--- config.mk ---
export PLATFORM = sky130hd
export DESIGN_NAME = xbank_mapper
export DESIGN_NICKNAME = d
export VERILOG_FILES = /design/src/rtl/xbank_pkg.sv /design/src/rtl/xbank_decode.sv /design/src/rtl/xbank_regs.sv /design/src/rtl/xbank_window.sv /design/src/rtl/xbank_mapper.sv
export SDC_FILE = /design/constraint.sdc
export NUM_CORES = 1
export LEC_CHECK = 0
export BUFFER_PORTS_ARGS = -buffer_cell sky130_fd_sc_hd__buf_4
export CELL_PAD_IN_SITES_DETAIL_PLACEMENT = 1
export CELL_PAD_IN_SITES_GLOBAL_PLACEMENT = 1
export CORE_AREA = 2 2 94 141
export CTS_CLUSTER_DIAMETER = 80
export DETAILED_ROUTE_END_ITERATION = 6
export DIE_AREA = 0 0 96 143
export PLACE_DENSITY_LB_ADDON = 0.12
export SYNTH_ARGS = -nofsm -noshare
export SYNTH_HDL_FRONTEND = slang
export SYNTH_SLANG_ARGS = --single-unit
--- constraint.sdc ---
create_clock -name clk -period 2.09 [get_ports clk]
set_input_delay 0.209 -clock clk [delete_from_list [all_inputs] [get_ports clk]]
set_output_delay 0.209 -clock clk [all_outputs]
set_load 0.02 [all_outputs]
--- src/rtl/xbank_pkg.sv ---
package xbank_pkg;

  localparam int DATA_W = 8;

  // Write strobes handed from the bus decoder to the register file.
  typedef struct packed {
    logic              ctrlWr;
    logic              dataWr;
    logic              mirrWr;
    logic [DATA_W-1:0] wdata;
  } wrStrobe_t;

  typedef enum logic [1:0] {
    MIR_VERT   = 2'd0,
    MIR_HORZ   = 2'd1,
    MIR_ONE_LO = 2'd2,
    MIR_ONE_HI = 2'd3
  } mirror_e;

  // Register index codes carried in control bits 3:0.
  localparam logic [3:0] IDX_CPAIR0 = 4'h0;
  localparam logic [3:0] IDX_CPAIR1 = 4'h1;
  localparam logic [3:0] IDX_CODD1  = 4'hA;
  localparam logic [3:0] IDX_CODD3  = 4'hB;

endpackage

--- src/rtl/xbank_decode.sv ---
module xbank_decode
  import xbank_pkg::*;
(
  input  logic              clk,
  input  logic              rst,
  input  logic [2:0]        addrTop,   // address bits 15:13
  input  logic              addrLsb,   // address bit 0
  input  logic [DATA_W-1:0] wrData,
  input  logic              wrEn,
  output wrStrobe_t         strb
);

  logic [3:0] sel;
  assign sel = {addrTop, addrLsb};

  always_comb begin
    strb        = '0;
    strb.wdata  = wrData;
    if (wrEn) begin
      unique case (sel)
        4'b1000: strb.ctrlWr = 1'b1;
        4'b1001: strb.dataWr = 1'b1;
        4'b1010: strb.mirrWr = 1'b1;
        default: ;
      endcase
    end
  end

  // a single strobe at a time
  a_r1_one_strobe: assert property (@(posedge clk) disable iff (rst)
    $onehot0({strb.ctrlWr, strb.dataWr, strb.mirrWr}));

  // no strobe without a bus write in the upper half
  a_r1_need_write: assert property (@(posedge clk) disable iff (rst)
    (!wrEn || !addrTop[2]) |-> !(strb.ctrlWr || strb.dataWr || strb.mirrWr));

endmodule

--- src/rtl/xbank_regs.sv ---
module xbank_regs
  import xbank_pkg::*;
#(
  parameter int PRG_BANKS = 32,
  parameter int CHR_W     = 8,
  localparam int PRG_BW   = $clog2(PRG_BANKS)
)(
  input  logic                  clk,
  input  logic                  rst,
  input  wrStrobe_t             strb,
  output logic                  prgSwap,
  output logic                  chrSwap,
  output logic [3:0][PRG_BW-1:0] prgRegs,
  output logic [7:0][CHR_W-1:0]  chrRegs,
  output mirror_e               mirror
);

  localparam logic [PRG_BW-1:0] PRG_LAST = PRG_BW'(PRG_BANKS - 1);
  localparam logic [PRG_BW-1:0] PRG_PREV = PRG_BW'(PRG_BANKS - 2);

  logic [3:0]       ctrlIdx;
  logic [CHR_W-1:0] chrVal;
  logic [CHR_W-1:0] chrNext;

  assign chrVal  = CHR_W'(strb.wdata);
  assign chrNext = chrVal + CHR_W'(1);

  // control register
  always_ff @(posedge clk) begin
    if (rst) begin
      ctrlIdx <= '0;
      prgSwap <= 1'b0;
      chrSwap <= 1'b0;
    end else if (strb.ctrlWr) begin
      ctrlIdx <= strb.wdata[3:0];
      prgSwap <= strb.wdata[6];
      chrSwap <= strb.wdata[7];
    end
  end

  // mirroring register
  always_ff @(posedge clk) begin
    if (rst)
      mirror <= MIR_VERT;
    else if (strb.mirrWr)
      mirror <= mirror_e'(strb.wdata[1:0]);
  end

  // program bank registers, indices 6..9
  genvar gp;
  generate
    for (gp = 0; gp < 4; gp++) begin : g_prg
      localparam logic [PRG_BW-1:0] RST_VAL =
        (gp == 0) ? PRG_BW'(0) : (gp == 1) ? PRG_BW'(1) :
        (gp == 2) ? PRG_PREV : PRG_LAST;
      always_ff @(posedge clk) begin
        if (rst)
          prgRegs[gp] <= RST_VAL;
        else if (strb.dataWr && ctrlIdx == 4'(6 + gp))
          prgRegs[gp] <= strb.wdata[PRG_BW-1:0];
      end
    end
  endgenerate

  // pattern banks 4..7, indices 2..5
  genvar gc;
  generate
    for (gc = 4; gc < 8; gc++) begin : g_chr_hi
      always_ff @(posedge clk) begin
        if (rst)
          chrRegs[gc] <= CHR_W'(gc);
        else if (strb.dataWr && ctrlIdx == 4'(gc - 2))
          chrRegs[gc] <= chrVal;
      end
    end
  endgenerate

  // pattern banks 0..3: pairs with a separately loadable odd half
  generate
    for (gc = 0; gc < 2; gc++) begin : g_chr_pair
      localparam logic [3:0] PAIR_IDX = (gc == 0) ? IDX_CPAIR0 : IDX_CPAIR1;
      localparam logic [3:0] ODD_IDX  = (gc == 0) ? IDX_CODD1  : IDX_CODD3;
      always_ff @(posedge clk) begin
        if (rst) begin
          chrRegs[2*gc]   <= CHR_W'(2*gc);
          chrRegs[2*gc+1] <= CHR_W'(2*gc+1);
        end else if (strb.dataWr) begin
          if (ctrlIdx == PAIR_IDX) begin
            chrRegs[2*gc]   <= chrVal;
            chrRegs[2*gc+1] <= chrNext;
          end else if (ctrlIdx == ODD_IDX) begin
            chrRegs[2*gc+1] <= chrVal;
          end
        end
      end
    end
  endgenerate

  // unused indices leave every bank register alone
  a_r4_ignored_idx: assert property (@(posedge clk) disable iff (rst)
    (strb.dataWr && ctrlIdx >= 4'hC) |=> ($stable(prgRegs) && $stable(chrRegs)));

  // index 0 keeps bank 1 one above bank 0
  a_r2_pair_follow: assert property (@(posedge clk) disable iff (rst)
    (strb.dataWr && ctrlIdx == IDX_CPAIR0) |=> (chrRegs[1] == chrRegs[0] + CHR_W'(1)));

  // mirroring changes only after a mirroring write
  a_r7_mirror_hold: assert property (@(posedge clk) disable iff (rst)
    !strb.mirrWr |=> $stable(mirror));

endmodule

--- src/rtl/xbank_window.sv ---
module xbank_window
  import xbank_pkg::*;
#(
  parameter int PRG_BANKS = 32,
  parameter int CHR_W     = 8,
  parameter bit CHR_RAM   = 1'b0,
  localparam int PRG_BW   = $clog2(PRG_BANKS)
)(
  input  logic                   clk,
  input  logic                   rst,
  input  logic [1:0]             cpuWin,
  input  logic [2:0]             ppuWin,
  input  logic                   prgSwap,
  input  logic                   chrSwap,
  input  logic [3:0][PRG_BW-1:0] prgRegs,
  input  logic [7:0][CHR_W-1:0]  chrRegs,
  output logic [PRG_BW-1:0]      prgBank,
  output logic [CHR_W-1:0]       chrBank
);

  logic [1:0]       prgSel;
  logic [2:0]       chrSel;
  logic [CHR_W-1:0] chrRaw;

  // windows 0 and 2 trade places when prgSwap is set
  assign prgSel  = (prgSwap && !cpuWin[0]) ? {~cpuWin[1], cpuWin[0]} : cpuWin;
  assign prgBank = prgRegs[prgSel];

  // the two 4 KB halves trade places when chrSwap is set
  assign chrSel = {ppuWin[2] ^ chrSwap, ppuWin[1:0]};
  assign chrRaw = chrRegs[chrSel];

  generate
    if (CHR_RAM) begin : g_ram
      assign chrBank = {{(CHR_W-3){1'b0}}, chrRaw[2:0]};
    end else begin : g_rom
      assign chrBank = chrRaw;
    end
  endgenerate

  // the top program window is never reordered
  a_r5_fixed_top: assert property (@(posedge clk) disable iff (rst)
    (cpuWin == 2'd3) |-> (prgBank == prgRegs[3]));

  // outputs move only when registers or address move
  a_r10_prg_hold: assert property (@(posedge clk) disable iff (rst)
    ($stable(cpuWin) && $stable(prgSwap) && $stable(prgRegs)) |-> $stable(prgBank));

  a_r10_chr_hold: assert property (@(posedge clk) disable iff (rst)
    ($stable(ppuWin) && $stable(chrSwap) && $stable(chrRegs)) |-> $stable(chrBank));

endmodule

--- src/rtl/xbank_mapper.sv ---
module xbank_mapper
  import xbank_pkg::*;
#(
  parameter int PRG_BANKS = 32,
  parameter int CHR_W     = 8,
  parameter bit CHR_RAM   = 1'b0,
  localparam int PRG_BW   = $clog2(PRG_BANKS)
)(
  input  logic              clk,
  input  logic              rst,
  input  logic [15:0]       cpuAddr,
  input  logic [7:0]        cpuData,
  input  logic              cpuWrite,
  input  logic [13:0]       ppuAddr,
  output logic [PRG_BW-1:0] prgBank,
  output logic [CHR_W-1:0]  chrBank,
  output logic [1:0]        mirrorMode
);

  wrStrobe_t               strb;
  logic                    prgSwap;
  logic                    chrSwap;
  logic [3:0][PRG_BW-1:0]  prgRegs;
  logic [7:0][CHR_W-1:0]   chrRegs;
  mirror_e                 mirror;
  logic                    unusedBits;

  assign unusedBits = ^{cpuAddr[12:1], ppuAddr[13], ppuAddr[9:0]};
  assign mirrorMode = mirror;

  xbank_decode u_decode (
    .clk     (clk),
    .rst     (rst),
    .addrTop (cpuAddr[15:13]),
    .addrLsb (cpuAddr[0]),
    .wrData  (cpuData),
    .wrEn    (cpuWrite),
    .strb    (strb)
  );

  xbank_regs #(
    .PRG_BANKS (PRG_BANKS),
    .CHR_W     (CHR_W)
  ) u_regs (
    .clk     (clk),
    .rst     (rst),
    .strb    (strb),
    .prgSwap (prgSwap),
    .chrSwap (chrSwap),
    .prgRegs (prgRegs),
    .chrRegs (chrRegs),
    .mirror  (mirror)
  );

  xbank_window #(
    .PRG_BANKS (PRG_BANKS),
    .CHR_W     (CHR_W),
    .CHR_RAM   (CHR_RAM)
  ) u_window (
    .clk     (clk),
    .rst     (rst),
    .cpuWin  (cpuAddr[14:13]),
    .ppuWin  (ppuAddr[12:10]),
    .prgSwap (prgSwap),
    .chrSwap (chrSwap),
    .prgRegs (prgRegs),
    .chrRegs (chrRegs),
    .prgBank (prgBank),
    .chrBank (chrBank)
  );

endmodule

### After elaboration in Yosys (flattened, before gate mapping)

Index checks and enable logic that the tools add are counted.
W data, S select, Z words.

* add/sub/neg operators: 1
* $mul: 0
* div/mod/pow operators: 0
* magnitude comparators: 2
* equal/unequal tests: 14
* shift-type cells: 0
* muxes and demuxes: 13
* bitwise gates (word level): 2
* reduce and logical (&&, ||, !) cells: 17

Operators by type and width (count)
* $mux W8: 5
* $eq A4 B4 Y1 const B: 7
* $bmux W8 S3: 1
* $eq A4 B3 Y1 const B: 4
* $bmux W5 S2: 1
* $logic_and A1 B1 Y1: 9
* $add A8 B1 Y8 const B: 1
* $eq A4 B2 Y1 const B: 2
* $reduce_and A2 Y1: 4
* $mux W5: 1
* $eq A4 B1 Y1 const B: 1
* $logic_not A4 Y1: 1
* $lt A3 B4 Y1 const B: 1
* $reduce_bool A2 Y1: 2
* $lt A2 B3 Y1 const B: 1
* $mux W1: 3
* $mux W3: 1
* $mux W2: 1
* $logic_not A1 Y1: 1
* $not A1 Y1: 1
* $xor A1 B1 Y1: 1

* register bits: 92
* bits in latches: 0
* memory bits (writable): 0
* bits in read-only memories: 0
* bits of input ports: 41
* word-level logic and storage cells: 65
* memories kept: 0

### Logic depth before layout (Yosys ltp)

* word-level depth: 5
* gate-level depth with buffers: 6
* depth with buffers taken out: 5

### By module

From an unflattened synthesis, not the netlist that was laid out.

* cell total of the unflattened synthesis: 522
* area total of the unflattened synthesis: 4697.0 µm²

By module, submodules not included
* xbank_regs: times used 1, cells each 458, area an instance 3856.2 µm², seq. area each 1841.8 µm²
* xbank_window: times used 1, cells each 52, area an instance 730.7 µm², seq. area each 0.0 µm²
* xbank_decode: times used 1, cells each 12, area an instance 110.1 µm², seq. area each 0.0 µm²

### Least setup slack after synthesis

No wires, ideal clock.

* path kind: input -> output
* from: input ppuAddr[10]
* to: output chrBank[0]
* data arrival time: 1755 ps
* required time: 1881 ps
* path slack: 126 ps
* cell stages on the path: 4
* buffers on the path: 2
* path through: clkbuf_1 buf_2 mux4_2 mux2_2

* word-level cells in the longest chain between the ends: 2

RTL lines
* start: declaration: line xbank_mapper.sv:14 `input logic [13:0] ppuAddr,`
* $bmux W8 S3: line xbank_window.sv:31 `assign chrRaw = chrRegs[chrSel];`
* $mux W8 (implied by the code): line xbank_window.sv:31
* end: declaration: line xbank_mapper.sv:16 `output logic [CHR_W-1:0] chrBank,`

No other way between the ends. The select of a mux whose other input is x is not followed.

### Worst setup path in the final report

* from: register u_regs.ctrlIdx[1]
* to: register u_regs.chrRegs[29] (netlist name)

* word-level cells in the longest chain between the ends: 3
* elaborated cells between the ends (all ways): 5
* those cells by class: eq/ne: 2; mux: 1; reduce/logical: 2

RTL lines
* start: declaration: line xbank_regs.sv:21 `logic [3:0] ctrlIdx;`
* start signal: assignment: line xbank_regs.sv:35 `ctrlIdx <= strb.wdata[3:0];`
* $eq A4 B4 Y1 or $eq A4 B1 Y1 (tied branches): line xbank_regs.sv:91, xbank_regs.sv:88
* $reduce_bool A2 Y1 (no source line)
* $reduce_and A2 Y1 (no source line)
* end signal: indexed assignment: line xbank_regs.sv:89 `chrRegs[2*gc] <= chrVal;`
* end signal: indexed assignment: line xbank_regs.sv:90 `chrRegs[2*gc+1] <= chrNext;`
* end signal: indexed assignment: line xbank_regs.sv:92 `chrRegs[2*gc+1] <= chrVal;`
* end: declaration: line xbank_regs.sv:14 `output logic [7:0][CHR_W-1:0] chrRegs,`

Parallel ways exist; a longest one is shown, timed or not.
A chain may end at the register's enable or synchronous reset.

==> impl_metrics.tcl <==
set metrics [dict create \
    status "finished, final reports clean" \
    yosys_warnings 0 \
    grt_max_degree 70 \
    die_w_um 96 \
    rsz0062_at_grt "no" \
    syn_inst 438 \
    nets 511 \
    critPathMaxFanout 9 \
    viasPerCell 5.167 \
    final_common_cell "nor2_1" \
    grt_pass1_vias 3423 \
    layout_common_cells "nor2_1 (93), dfxtp_1 (91), mux2i_1 (63), buf_4 (56), nor3_1 (24)" \
    ios 56 \
    clk_latency_ns 0.34 \
    syn_nets 480 \
    yosys_most_used_dff "dfxtp_1" \
    portBuffers 32 \
    ir_drop_mv 0.3362 \
    initial_utilization 0.3517 \
    synth_edf_count 0 \
    cp.required_ns 2.35 \
    rows 50 \
    synth_top_cell_area_share 0.4207 \
    max_cap_viol_count 0 \
    core_area_sq_mm 0.01245 \
    tightestPinTransition_ns 0.7143 \
    grt_pass1_wl_um 18510 \
    synth-seq-area-share 0.4207 \
    synth_cell_types 38 \
    overflow 0 \
    avgSynthCellArea_sq_um 9.995 \
    cts_tree "yes" \
    grt_usage 0.1815 \
    setup_viol 0 \
    max_freq_ghz 0.5357 \
    antenna_found_initial 0 \
    criticalPathCategory "reg -> reg" \
    fin_skew_ns 0.005182 \
    drc 0 \
    die_y_um 143 \
    crit_arrival_ns 2.12 \
    finalCriticalPeriod_ns 1.867 \
    setup_tns_ns 0 \
    diodes 0 \
    area_growth_pct 17.92 \
    clk_path_buf_depth 2 \
    hpwlAfterDp_um 7933 \
    worst_setup_path_start_kind "flip-flop" \
    drv_slew 0 \
    vias 3255 \
    netlist_area_sq_mm 0.004378 \
    drtAntennaViolNets 0 \
    synth.area.top_cells "dfxtp_1 (42%), mux2i_1 (14%), mux4_2 (8.2%)" \
    finalWeightedCongestion 0.7268 \
    die_area_sq_mm 0.01373 \
    drtPass1Iterations 4 \
    nFillCells 1428 \
    end_kind "flip-flop" \
    clk_pin_slew_ns 0.07 \
    leakage_nw 2.109 \
    synth-seq-cells 92 \
    numCtsBuffers 9 \
    power_density_mw_per_mm2 746.0 \
    period_share 0.8932 \
    cts-htree-levels 3 \
    synth_top_area_cell "dfxtp_1" \
    drive_gt1_frac 0.2426 \
    clock-sinks 92 \
    hold_class "in -> reg" \
    cts-root-buf "clkbuf_16" \
    drt_wl_total_um 11530 \
    power_mw 3.851 \
    hold_viol 0 \
    async_flop_share 0 \
    wire_per_inst_um 18.30 \
    post_cts_buffers 0 \
    slew_headroom 0.5238 \
    drtIter0Drc 69 \
]
## registers in the layout, summed over array words and instances (netlist names)
signal / cells
u_regs.mirror: 2
u_regs.prgSwap: 1
u_regs.prgRegs: 20
u_regs.chrSwap: 1
u_regs.ctrlIdx: 4
u_regs.chrRegs: 64
## synthesized netlist by cell type, drive strengths merged, types with 4 or more instances
master / count
clkbuf: 28
nand2: 7
mux2i: 63
mux4: 16
nor2b: 5
mux2: 14
o21ai: 5
a211oi: 13
a21oi: 18
xnor2: 14
dfxtp: 92
nor3: 27
nand3: 5
buf: 8
a211o: 4
nor2: 93
## power by group
group          leakage (nW)  total (mW)  internal (mW)  switching (mW)
logic                  1.21       0.306          0.121           0.185
clock network         0.159        1.78           1.08           0.699
registers             0.743        1.77           1.76         0.00525
total                  2.11        3.85           2.96           0.890
## routing by layer
layer,track usage,share of wire,vias up
met1,0.2224,0.44,1608
met3,0.02850,0.023,10
li1,-,-,1598
met5,0,0,-
met4,0.06090,0.015,0
met2,0.3176,0.52,39
## area by class of cell
cell class	instances	area [sq um]	area share
clock buffers	10	239.0	0.04629
clock inverters	6	86.33	0.01672
inverters	1	3.754	0.0007271
multi-input cells	309	2375	0.4600
flip-flops and latches	92	1843	0.3570
well taps	156	195.2	0.03781
repair buffers	56	420.4	0.08143
## cells by family (layout without fill, tap and decap cells)
logic type | Yosys count | in the layout | synth area share
XOR/XNOR | 17 | 17 | 0.03401
multiplexers | 93 | 93 | 0.2624
AO/OA/AOI/OAI | 40 | 40 | 0.05659
buffers and inverters | 37 | 73 | 0.03687
flip-flops | 92 | 92 | 0.4207
adder cells (fa/ha/maj) | 1 | 1 | 0.002858
AND/OR/NAND/NOR | 158 | 158 | 0.1866
## path summary, 6_finish.rpt
| path | from | endpoint | slack (ns) | cells past startpoint |
|---|---|---|---|---|
| max | u_regs.ctrlIdx[1]$_SDFFE_PP0P_ | u_regs.chrRegs[29]$_SDFFE_PP0P_ | 0.22 | 5 |
| min reg2reg | u_regs.chrRegs[18]$_SDFFE_PP0P_ | u_regs.chrRegs[18]$_SDFFE_PP0P_ | 0.49 | 2 |
| min | cpuData[7] | u_regs.chrRegs[47]$_SDFFE_PP0P_ | 0.20 | 3 |
| max reg2reg | u_regs.ctrlIdx[1]$_SDFFE_PP0P_ | u_regs.chrRegs[29]$_SDFFE_PP0P_ | 0.22 | 5 |
## stage by stage
stage / util / area, sq um / setup slack (ns) / instances / hold slack, ns
6_report: 0.4147 / 5162 / 0.2232 / 630 / 0.1972
5_1_grt: 0.4147 / 5162 / 0.07199 / 630 / 0.2114
4_1_cts: 0.4146 / 5161 / 0.1279 / 630 / 0.1929
3_5_place_dp: 0.3884 / 4836 / 0.1921 / 614 / 0.4816
3_3_place_gp: 0.3884 / 4836 / 0.2345 / 614 / 0.4678
2_1_floorplan: - / 4378 / 0.1258 / 438 / 0.3269
## timing repair
action,CTS,global route
endpoints found under the setup margin,0,2
gates resized for setup,0,1
hold buffers,0,0
## critical path, stage by stage, from the launching register on
cell      delay [ns]
dfxtp_1         0.39
or4b_1          0.58
buf_4           0.21
nor3_1          0.25
xnor2_1         0.10
a211oi_1        0.23
(Power assumes the default switching activity.)
